<file path="src/rtl/dl_err_pkg.sv">
package dl_err_pkg;

   typedef enum logic {
      LNK_NORMAL = 1'b0,
      LNK_LOCKED = 1'b1
   } lnk_state_e;

   localparam int unsigned FLAG_SYM = 0;
   localparam int unsigned FLAG_CRC = 1;
   localparam int unsigned FLAG_ARB = 2;
   localparam int unsigned NUM_FLAGS = 3;

   typedef struct packed {
      logic brk;
      logic bad;
      logic frm;
      logic crc;
      logic arb;
      logic eof;
   } evt_t;

   typedef struct packed {
      logic passive;
      logic stuck_act;
      logic stuck_pas;
   } bus_t;

endpackage

</file>
<file path="src/rtl/dl_err_classify.sv">
module dl_err_classify
   import dl_err_pkg::*;
#(
   parameter bit STUCK_ACT_LOCKS = 1'b1
) (
   input  evt_t evt,
   input  bus_t bus,
   input  logic tx_busy,
   input  logic rx_busy,
   input  logic tx_req,
   output logic lock_err,
   output logic exit_ok,
   output logic tx_abort,
   output logic rx_abort,
   output logic sym_set,
   output logic short_any
);

   logic symbol_err;

   assign symbol_err = evt.brk | evt.bad | evt.frm;
   assign short_any  = bus.stuck_act | bus.stuck_pas;

   generate
      if (STUCK_ACT_LOCKS) begin : g_act_locks
         assign lock_err = symbol_err | bus.stuck_act;
      end else begin : g_act_nolock
         assign lock_err = symbol_err;
      end
   endgenerate

   assign exit_ok  = evt.eof & bus.passive & ~bus.stuck_act & ~lock_err;
   assign tx_abort = tx_busy & (symbol_err | bus.stuck_act);
   assign rx_abort = rx_busy & symbol_err;
   assign sym_set  = symbol_err | (tx_req & short_any);

endmodule

</file>
<file path="src/rtl/dl_err_lockout.sv">
module dl_err_lockout
   import dl_err_pkg::*;
(
   input  logic       clk,
   input  logic       rst_n,
   input  logic       lock_err,
   input  logic       exit_ok,
   output lnk_state_e state
);

   lnk_state_e state_nxt;

   always_comb begin
      state_nxt = state;
      unique case (state)
         LNK_NORMAL: if (lock_err) state_nxt = LNK_LOCKED;
         LNK_LOCKED: if (exit_ok)  state_nxt = LNK_NORMAL;
         default:    state_nxt = LNK_LOCKED;
      endcase
   end

   always_ff @(posedge clk or negedge rst_n) begin
      if (!rst_n) state <= LNK_NORMAL;
      else        state <= state_nxt;
   end

endmodule

</file>
<file path="src/rtl/dl_err_flags.sv">
module dl_err_flags #(
   parameter int unsigned      NF       = 3,
   parameter logic [NF-1:0]    CLR_MASK = '1
) (
   input  logic          clk,
   input  logic          rst_n,
   input  logic [NF-1:0] set_vec,
   input  logic          rd,
   output logic [NF-1:0] flags
);

   initial begin
      if (NF < 1) $error("dl_err_flags: NF must be at least 1");
   end

   for (genvar i = 0; i < NF; i++) begin : g_flag
      if (CLR_MASK[i]) begin : g_rc
         always_ff @(posedge clk or negedge rst_n) begin
            if (!rst_n)          flags[i] <= 1'b0;
            else if (set_vec[i]) flags[i] <= 1'b1;
            else if (rd)         flags[i] <= 1'b0;
         end
      end else begin : g_keep
         always_ff @(posedge clk or negedge rst_n) begin
            if (!rst_n)          flags[i] <= 1'b0;
            else if (set_vec[i]) flags[i] <= 1'b1;
         end
      end
   end

endmodule

</file>
<file path="src/rtl/dl_err_supervisor.sv">
module dl_err_supervisor
   import dl_err_pkg::*;
#(
   parameter bit                     STUCK_ACT_LOCKS = 1'b1,
   parameter logic [NUM_FLAGS-1:0]   RD_CLR_MASK     = '1
) (
   input  logic clk,
   input  logic rst_n,
   input  logic ev_break,
   input  logic ev_bad_sym,
   input  logic ev_frame_err,
   input  logic ev_crc_err,
   input  logic ev_arb_lost,
   input  logic ev_eof,
   input  logic bus_passive,
   input  logic bus_stuck_act,
   input  logic bus_stuck_pas,
   input  logic tx_busy,
   input  logic rx_busy,
   input  logic tx_req,
   input  logic brk_req,
   input  logic irq_en,
   input  logic stat_rd,
   output logic tx_abort,
   output logic rx_abort,
   output logic tx_enable,
   output logic rx_enable,
   output logic flag_sym,
   output logic flag_crc,
   output logic flag_arb,
   output logic irq,
   output logic break_go
);

   initial begin
      if (NUM_FLAGS != 3) $error("dl_err_supervisor: flag set must have three entries");
   end

   evt_t                 evt;
   bus_t                 bus;
   logic                 lock_err;
   logic                 exit_ok;
   logic                 sym_set;
   logic                 short_any;
   lnk_state_e           state;
   logic [NUM_FLAGS-1:0] set_vec;
   logic [NUM_FLAGS-1:0] flags;
   logic                 link_open;

   assign evt = '{brk: ev_break, bad: ev_bad_sym, frm: ev_frame_err,
                  crc: ev_crc_err, arb: ev_arb_lost, eof: ev_eof};
   assign bus = '{passive: bus_passive, stuck_act: bus_stuck_act,
                  stuck_pas: bus_stuck_pas};

   dl_err_classify #(
      .STUCK_ACT_LOCKS(STUCK_ACT_LOCKS)
   ) u_classify (
      .evt      (evt),
      .bus      (bus),
      .tx_busy  (tx_busy),
      .rx_busy  (rx_busy),
      .tx_req   (tx_req),
      .lock_err (lock_err),
      .exit_ok  (exit_ok),
      .tx_abort (tx_abort),
      .rx_abort (rx_abort),
      .sym_set  (sym_set),
      .short_any(short_any)
   );

   dl_err_lockout u_lockout (
      .clk     (clk),
      .rst_n   (rst_n),
      .lock_err(lock_err),
      .exit_ok (exit_ok),
      .state   (state)
   );

   always_comb begin
      set_vec           = '0;
      set_vec[FLAG_SYM] = sym_set;
      set_vec[FLAG_CRC] = evt.crc;
      set_vec[FLAG_ARB] = evt.arb;
   end

   dl_err_flags #(
      .NF      (NUM_FLAGS),
      .CLR_MASK(RD_CLR_MASK)
   ) u_flags (
      .clk    (clk),
      .rst_n  (rst_n),
      .set_vec(set_vec),
      .rd     (stat_rd),
      .flags  (flags)
   );

   assign link_open = (state == LNK_NORMAL);
   assign rx_enable = link_open;
   assign tx_enable = link_open & ~short_any;
   assign break_go  = brk_req & link_open & ~short_any;
   assign flag_sym  = flags[FLAG_SYM];
   assign flag_crc  = flags[FLAG_CRC];
   assign flag_arb  = flags[FLAG_ARB];
   assign irq       = irq_en & (|flags);

endmodule

</file>
<file path="config.mk">
export PLATFORM = sky130hd
export DESIGN_NAME = dl_err_supervisor
export DESIGN_NICKNAME = d
export VERILOG_FILES = /design/src/rtl/dl_err_pkg.sv /design/src/rtl/dl_err_classify.sv /design/src/rtl/dl_err_lockout.sv /design/src/rtl/dl_err_flags.sv /design/src/rtl/dl_err_supervisor.sv
export SDC_FILE = /design/constraint.sdc
export NUM_CORES = 1
export LEC_CHECK = 0
export ABC_AREA = 1
export BUFFER_PORTS_ARGS = -buffer_cell sky130_fd_sc_hd__buf_2
export CAP_MARGIN = 40
export CORE_AREA = 5 5 42 44
export CTS_BUF_LIST = sky130_fd_sc_hd__clkbuf_4 sky130_fd_sc_hd__clkbuf_8
export CTS_CLUSTER_SIZE = 20
export DETAILED_ROUTE_END_ITERATION = 10
export DIE_AREA = 0 0 47 49
export GPL_ROUTABILITY_DRIVEN = 0
export SYNTH_ARGS = -nofsm -noshare
export SYNTH_HDL_FRONTEND = slang
export SYNTH_SLANG_ARGS = --single-unit
</file>
<file path="constraint.sdc">
create_clock -name clk -period 2 [get_ports clk]
set_clock_uncertainty 0.15 [all_clocks]
set_input_delay 0.2 -clock clk [delete_from_list [all_inputs] [get_ports clk]]
set_output_delay 0.2 -clock clk [all_outputs]
set_load 0.005 [all_outputs]
</file>
==> impl_results.md, run 1 <==
- Met3 Wirelength: 128 um
- Register area: roughly 100 um2
- Antenna violations before repair: 0
- Pwr per Cell Area: 549 nW/um2
- Crit path max fanout: 3
- Via count: 306
- First-pass GRT wire length: 1110 um
- Die width: 47 um
- Pins over their slew limit: 0
- Max layer used: met3
- Crit path capture type: primary output
- Largest net degree at the start of global routing: 5
- CTS tree: yes
- Worst hold path class: in -> reg
- Fin nets: 82
- Arr. time, crit path: 940 ps
- Reg2reg end: u_flags.flags[1]$_DFFE_PN0P_
- Critical path origin: u_lockout.state$_DFF_PN0_
- Mapped Area: around 230 um2
- Hold_sp: stat_rd
- Row Count: 14
- Final WL: 686 um
- Post-DP Area: 372 um2
- Detail Route Antenna Nets: 0
- Antenna diodes: 0
- Async set or reset register ratio after synthesis: 100%
- Syn Area/Cell: 6.86 um2
- Number of global-route vias before repair: 327
- IO Pins: 26
- Clock sinks: 4
- Detailed Route Iter0 Violations: 1
- Post-layout minimum cycle time: approximately 1300 ps
- CTS max path bufs: 2
- Syn Inst Count: 33
- Reg-to-reg setup timing slack: 1180 ps
- Achievable Freq: 0.776 GHz
- Setup TNS: 0 ps
- Syn Nets: 50
- Area share of the largest cell type after synthesis: approximately 44%
- Die footprint: 2300 um2
- Measured slew at the worst slew-check pin: about 130 ps
- Area leader, netlist: dfrtp_1
- Finished Cell Area: 414 um2
- Worst-skew pair later-pin latency: 230 ps
- Worst R2R Path Depth: 1
- Crit path required time: ~1700 ps
- Top cells by count, synth: inv_1, nand2_1, nor2_1
- Core ar.: 1400 um2
- Multi-input logic area: 92.6 um2
- Detailed Routing Iterations Pass 1: 2
- Post-route setup slack: 711 ps
- Die Height: 49 um
- DPL Wire Length: approximately 600 um
- Max VDD drop: 134 uV
- Max-Cap Viols: 0
- DRC violations left: 0
- Avg WL per Cell: 8.68 um
- Tcrit/Tclk final: 64.5%
- Register area share after synthesis: 44.2%
- Hold Vio Cnt, Final: 0
- Grt ovf: 0
- Area Overhead vs Synth: 82.9%
- Met1 wire length: 297 um
- Startpoint types: register
- Cell variety after synth: 10
- Root buffer cell: clkbuf_4
- Placed cells: 74
- Port Buffer Count: 25
- Fillers: about 170
- Slew margin rel.: 91.6%
- Status: complete, no violations
- Leakage: 0.261 nW
- Vias per cell: 3.87
- Overall routing resource usage: under 10%
- R2R Path Start: u_flags.flags[1]$_DFFE_PN0P_
- RSZ-0062 raised after global routing: no
- Final setup viols: 0
- Synth Warn #: 0
- Hold WS: approximately 19 ps
- WL met2: 261 um
- Gates resized, CTS repair: 0
- Worst Hold Depth: 2
- Place WS: 941 ps
- Starting density of the core: 16.2%
- Number of flops mapped to enable cells by yosys: 0
- Number of register bits inferred by synthesis: 4
- Main area contributors after synthesis: dfrtp_1, inv_1, nand2_1
- WS Path Type: reg -> out
- Non-Filler Instances: 79
- Hold Path End: u_flags.flags[2]$_DFFE_PN0P_
- CTS Buf Count: 3
- Clk slew on worst S/H paths: roughly 40 ps
- Fraction of layout instances using a drive strength above 1: 47.6%
- H-tree depth: 1
- Post-synth top flop: dfrtp_1
[how the worst max path moves through the flow]
stage                to  slack [ps]
2_1_floorplan  break_go        1040
3_3_place_gp   break_go         950
3_5_place_dp   rx_abort         940
4_1_cts        break_go         680
5_1_grt        break_go         610
6_report       break_go         710
[kinds of logic (layout without fill, tap and decap cells)]
logic type | count (synthesis) | count (layout) | share of synthesized area, %
AO/OA/AOI/OAI | 3 | 3 | 9.95
buffers and inverters | 9 | 39 | 14.9
flip-flops | 4 | 4 | 44.2
AND/OR/NAND/NOR | 17 | 17 | 30.9
[worst max-delay path, stage by stage, from the launching register on]
cell,delay (ps)
dfrtp_1,390
inv_1,70
nand2_1,50
nor2_1,80
buf_2,110
[layout make-up]
cell class              instances  area share (%)
repair buffers                 27            35.0
flip-flops and latches          4            24.2
multi-input cells              20            22.4
inverters                       9            8.16
clock buffers                   3            5.44
well taps                      16            4.83
[report_power, final]
group	internal [mW]	switching (mW)	total, mW
logic	0.0242	0.0186	0.0428
registers	0.0848	0.00197	0.0868
clock network	0.0670	0.0308	0.0978
total	0.176	0.0513	0.227
[metrics by stage]
stage | power, mW | utilization [%]
after global routing | 0.240 | 29.6
after global placement | 0.128 | 26.5
final | 0.227 | 29.6
after floorplan | 0.102 | -
after detailed placement | 0.128 | 26.5
after CTS | 0.235 | 29.6
[cell usage in the layout (no fill, tap or decap), drive strengths merged]
master	instances
inv	9
nor2	6
a21boi	1
a21o	1
nand2	8
o21bai	1
clkbuf	3
nand3	3
dlygate4sd3	2
buf	25
dfrtp	4
[routing by layer]
| metal | track usage (%) | vias to the layer above |
|---|---|---|
| met4 | 6.91 | 0 |
| li1 | - | 160 |
| met5 | 0 | - |
| met3 | 3.69 | 0 |
| met2 | 9.50 | 24 |
| met1 | 7.10 | 122 |
[registers in the layout, summed over array words and instances, names as in the netlist]
register and flops:
u_flags.flags 3, u_lockout.state 1
[what timing repair did]
action | in CTS | in global routing
setup buffers | 0 | 0
hold buffers | 2 | 0
endpoints found under the hold margin | 5 | 0
(Power assumes the default switching activity.)
==> inputs of run 2 (changes only) <==
==> constraint.sdc (replaced) <==
create_clock -name clk -period 1.35 [get_ports clk]
set_clock_uncertainty 0.15 [all_clocks]
set_input_delay 0.135 -clock clk [delete_from_list [all_inputs] [get_ports clk]]
set_output_delay 0.135 -clock clk [all_outputs]
set_load 0.005 [all_outputs]
==> run 2 against run 1 <==
  * Power grew 58%
  * Count of clock-buffer cells in the layout is the same
  * Routed wire length grew 15%
  * Global-route usage grew 1.3 points
  * Die area is the same
  * Critical path type unchanged
  * Largest power group unchanged
==> impl_results.md, run 2 (synthesized netlist as in run 1, its figures left out) <==
- Core ar.: between 1000 and 1500 um2
- R2R Path Start: u_flags.flags[1]$_DFFE_PN0P_
- Placed cells: 74
- IO Pins: 26
- Detailed Route Iter0 Violations: 0
- Fraction of layout instances using a drive strength above 1: around 44%
- Postcts setup bufs: 0
- Starting density of the core: about 16%
- Crit path capture type: primary output
- Overall routing resource usage: 8.26%
- Max VDD drop: 317 uV
- Hold WS: 16.9 ps
- CTS tree: yes
- Pins over their slew limit: 0
- Largest delay share family, worst path: flip-flops
- Slew margin rel.: slightly above 90%
- Post-layout minimum cycle time: 1230 ps
- WS Path Type: reg -> out
- Grt ovf: 0
- Reg2reg end: u_flags.flags[1]$_DFFE_PN0P_
- DPL Wire Length: 601 um
- Gates resized, CTS repair: 0
- Row Count: 14
- Number of flip-flops in the largest register: 3
- Crit path required time: ~1100 ps
- Tcrit/Tclk final: 91.4%
- Die footprint: approximately 2300 um2
- CTS max path bufs: 2
- CP max-delay cell: dfrtp_1
- Biggest register: u_flags.flags
- Number of global-route vias before repair: 346
- Pwr per Cell Area: 775 nW/um2
- Via count: 319
- Arr. time, crit path: about 950 ps
- CP max stage delay: 390 ps
- Crit path max fanout: 3
- Detail Route Antenna Nets: 0
- Antenna diodes: 0
- H-tree depth: 1
- RSZ-0062 raised after global routing: no
- Die Height: a little under 50 um
- Clk slew on worst S/H paths: around 40 ps
- Hold_sp: bus_passive
- CTS Buf Count: 3
- Clock sinks: 4
- Hold_buf cts: 7
- Non-Filler Instances: 84
- Vias per cell: 3.80
- Die width: 47 um
- Hold Vio Cnt, Final: 0
- Avg WL per Cell: 9.42 um
- Commonest non-fill, non-tap cell in the layout: buf_2
- Area Overhead vs Synth: 105%
- Final setup viols: 0
- Power Total: 360 uW
- Detailed Routing Iterations Pass 1: 1
- DRC violations left: 0
- Setup TNS: 0 ps
- Hold Path End: u_lockout.state$_DFF_PN0_
- Reg-to-reg setup timing slack: 530 ps
- CP cell instances: inv_1 > nand2_1 > nor2_1 > buf_2
- Worst Hold Depth: 4
- Measured slew at the worst slew-check pin: roughly 120 ps
- Startpoint types: register
- Max-Cap Viols: 0
- First-pass GRT wire length: 1250 um
- Port Buffer Count: 25
- Worst hold path class: in -> reg
- Status: complete, no violations
- Final WL: 791 um
- Most frequent cells in the layout: buf_2, inv_1, nand2_1
- Post-layout util: 33.1%
- Fin nets: 87
- Antenna violations before repair: 0
- Worst-skew pair later-pin latency: 240 ps
- Achievable Freq: 0.810 GHz
- Top flop regs: u_flags.flags: 3 flops, u_lockout.state: 1 flops
- Leakage: 0.284 nW
- Buf+Inv Stages, Crit Path: 2
- Worst R2R Path Depth: 1
- Root buffer cell: clkbuf_4
- Largest net degree at the start of global routing: 5
[run 2: cell count changes in the layout (fill, tap and decap cells not counted)]
cell | before | now
dlygate4sd3_1 | 2 | 7
[run 2: how the worst max path moves through the flow]
stage                               from        to  slack (ps)  depth (start not counted)
2_1_floorplan  u_lockout.state$_DFF_PN0_  break_go         460                          3
3_3_place_gp   u_lockout.state$_DFF_PN0_  break_go         390                          4
3_5_place_dp   u_lockout.state$_DFF_PN0_  break_go         370                          4
4_1_cts        u_lockout.state$_DFF_PN0_  break_go          90                          4
5_1_grt        u_lockout.state$_DFF_PN0_  break_go          20                          4
6_report       u_lockout.state$_DFF_PN0_  break_go         120                          4
[run 2: area by class of cell]
cell class	count	area, um2
fillers	155	937
repair buffers	32	195
flip-flops and latches	4	100
multi-input cells	20	92.6
inverters	9	33.8
clock buffers	3	22.5
well taps	16	20.0
[run 2: power by group]
| group | switching [mW] | internal (mW) |
|---|---|---|
| Sequential | 0.00299 | 0.126 |
| Clock | 0.0569 | 0.100 |
| Combinational | 0.0295 | 0.0448 |
[run 2: metrics by stage]
step,cell area (um2),setup WS [ps]
detailed placement,372,373
global route,464,24.8
CTS,464,94.5
floorplan,226,459
global placement,372,391
finish,464,116
[run 2: routing by layer]
| layer | global-route usage, % | wire [um] |
|---|---|---|
| met4 | 4.15 | 11 |
| met5 | 0 | 0 |
| met2 | 11.3 | 313 |
| met3 | 8.12 | 149 |
| met1 | 7.98 | 317 |
==> inputs of run 3 (changes only) <==
--- a/config.mk
+++ b/config.mk
@@ -5,7 +5,6 @@
 export SDC_FILE = /design/constraint.sdc
 export NUM_CORES = 1
 export LEC_CHECK = 0
-export ABC_AREA = 1
 export BUFFER_PORTS_ARGS = -buffer_cell sky130_fd_sc_hd__buf_2
 export CAP_MARGIN = 40
 export CORE_AREA = 5 5 42 44
==> run 3 against run 2 <==
  * Combinational power shrank 8.1%
  * Sequential power about the same
  * Worst hold slack better by 33 ps
  * Maximum frequency is 4.5% lower
  * Non-clock buffer count shrank 1
  * Routed wire length is 13% lower
  * Count of clock-buffer cells in the layout stayed put
  * Critical path type unchanged
==> impl_results.md, run 3 <==
- Final setup viols: 0
- Detailed Routing Iterations Pass 1: 2
- Row Count: 14
- Cell variety after synth: 11
- Biggest register: u_flags.flags
- Measured slew at the worst slew-check pin: 139 ps
- Top cells by count, synth: dfrtp_1, a211o_1, a21o_1, inv_1, o21a_1
- Leakage: 0.228 nW
- Final WL: 689 um
- Worst hold path class: in -> reg
- Antenna violations before repair: 0
- Number of register bits inferred by synthesis: 4
- Number of global-route vias before repair: around 250
- Main area contributors after synthesis: dfrtp_1, a211o_1, a21o_1
- Vias per cell: 4.01
- Starting density of the core: between 10% and 20%
- Crit path capture type: primary output
- Crit path required time: between 1000 and 1500 ps
- DPL Wire Length: about 550 um
- Area Overhead vs Synth: 115%
- Number of flip-flops in the largest register: 3
- Arr. time, crit path: between 1000 and 1500 ps
- Avg WL per Cell: 10.1 um
- Core ar.: approximately 1400 um2
- Root buffer cell: clkbuf_4
- Die Height: 49 um
- Antenna diodes: 0
- Area share of the largest cell type after synthesis: between 50% and 60%
- RSZ-0062 raised after global routing: no
- Largest net degree at the start of global routing: 5
- Commonest non-fill, non-tap cell in the layout: buf_2
- Worst-skew pair later-pin latency: between 200 and 250 ps
- CTS tree: yes
- Post-synth top flop: dfrtp_1
- Post-layout minimum cycle time: 1290 ps
- Clock sinks: 4
- Die footprint: approximately 2300 um2
- Syn Inst Count: 18
- Pins over their slew limit: 0
- Top-count cell post-synth: dfrtp_1
- Status: complete, no violations
- Grt ovf: 0
- Setup TNS: 0 ps
- Clk slew on worst S/H paths: roughly 40 ps
- Async set or reset register ratio after synthesis: 100%
- Finished Cell Area: 425 um2
- Fraction of layout instances using a drive strength above 1: 63.5%
- Overall routing resource usage: 5.94%
- Max-Cap Viols: 0
- Synth Warn #: 0
- Post-DP Area: ~340 um2
- Register area share after synthesis: 50.6%
- CTS Buf Count: 3
- Hold Vio Cnt, Final: 0
- First-pass GRT wire length: 959 um
- Max VDD drop: 643 uV
- Syn Area/Cell: 11.0 um2
- Detailed Route Iter0 Violations: 2
- IO Pins: 26
- Tcrit/Tclk final: 95.8%
- Crit path max fanout: 2
- Slew margin rel.: 90.7%
- Startpoint types: register
- WS Path Type: reg -> out
- DRC violations left: 0
- Via count: 273
- Fin nets: 71
- Achievable Freq: between 0.7 and 0.8 GHz
- Die width: 47 um
- Pwr per Cell Area: 807 nW/um2
- CTS max path bufs: 2
- Area leader, netlist: dfrtp_1
- H-tree depth: 1
- Syn Nets: 35
- Number of flops mapped to enable cells by yosys: 0
- Most frequent cells in the layout: buf_2, dlygate4sd3_1, dfrtp_1
- Mapped Area: 198 um2
- Detail Route Antenna Nets: 0
- Top flop regs: u_flags.flags: 3 flops, u_lockout.state: 1 flops
- Port Buffer Count: 25
run 3: changes by cell type in the layout (fill, tap and decap cells not counted), moves of 2 or more:
| cell | before | now |
|---|---|---|
| o21a_1 | 0 | 2 |
| nor2_1 | 5 | 0 |
| a211o_1 | 0 | 2 |
| inv_1 | 8 | 2 |
| nand3_1 | 3 | 0 |
| buf_4 | 0 | 2 |
| dlygate4sd3_1 | 7 | 4 |
| nand2_1 | 8 | 1 |
run 3: timing repair:
| item | CTS | global route |
|---|---|---|
| hold endpoints to repair | 7 | 0 |
| gates resized for setup | 0 | 1 |
| hold buffers | 4 | 0 |
| setup endpoints to repair | 0 | 2 |
| buffers inserted | 0 | 2 |
run 3: kinds of logic (layout without fill, tap and decap cells):
group	count (synthesis)	after routing	share of synthesized area, %
buffers and inverters	2	36	3.80
AND/OR/NAND/NOR	5	5	17.1
AO/OA/AOI/OAI	7	7	28.5
flip-flops	4	4	50.6
run 3: per-layer routing:
layer	routed length, um	track usage (%)	vias to the layer above	part of all wire, %
met5	0	0	-	0
met4	0	1.38	0	0
met3	146	5.90	0	21
met2	319	9.50	22	46
met1	223	5.11	118	32
li1	-	-	133	-
run 3: worst paths after layout:
path,cells after the start,endpoint,from,slack [ps]
max in group asynchronous,2,u_flags.flags[2]$_DFFE_PN0P_,rst_n,840
hold / removal,3,u_lockout.state$_DFF_PN0_,bus_passive,50
hold reg to reg,1,u_flags.flags[0]$_DFFE_PN0P_,u_flags.flags[0]$_DFFE_PN0P_,390
setup / recovery,2,irq,u_flags.flags[2]$_DFFE_PN0P_,60
setup reg to reg,1,u_flags.flags[0]$_DFFE_PN0P_,u_flags.flags[0]$_DFFE_PN0P_,390
min in group asynchronous,2,u_flags.flags[0]$_DFFE_PN0P_,rst_n,90
run 3: cell type report:
class | instances | area [um2]
Sequential cell | 4 | 100
Tap cell | 16 | 20.0
Inverter | 2 | 7.51
Multi-Input combinational cell | 12 | 95.1
Timing Repair Buffer | 31 | 180
Clock buffer | 3 | 22.5
Fill cell | 155 | 976
run 3: power breakdown:
group,internal [mW],switching [mW]
logic,0.0450,0.0232
clock network,0.0993,0.0465
registers,0.126,0.00359
total,0.270,0.0733
run 3: stage by stage:
stage | utilization (%) | power (mW) | hold WS [ps] | setup slack [ps] | cells
floorplan | - | 0.147 | -311 | 305 | 18
global placement | 24.5 | 0.184 | -209 | 136 | 59
detailed placement | 24.5 | 0.184 | -208 | 133 | 59
CTS | 28.9 | 0.347 | 48.4 | 12.4 | 66
global route | 30.4 | 0.368 | 55.9 | 6.89 | 68
finish | 30.4 | 0.343 | 50.3 | 57.2 | 68
run 3: critical path, cell delays in order (launching register included):
cell and delay (ps):
dfrtp_1 370, o31a_1 280, buf_2 120
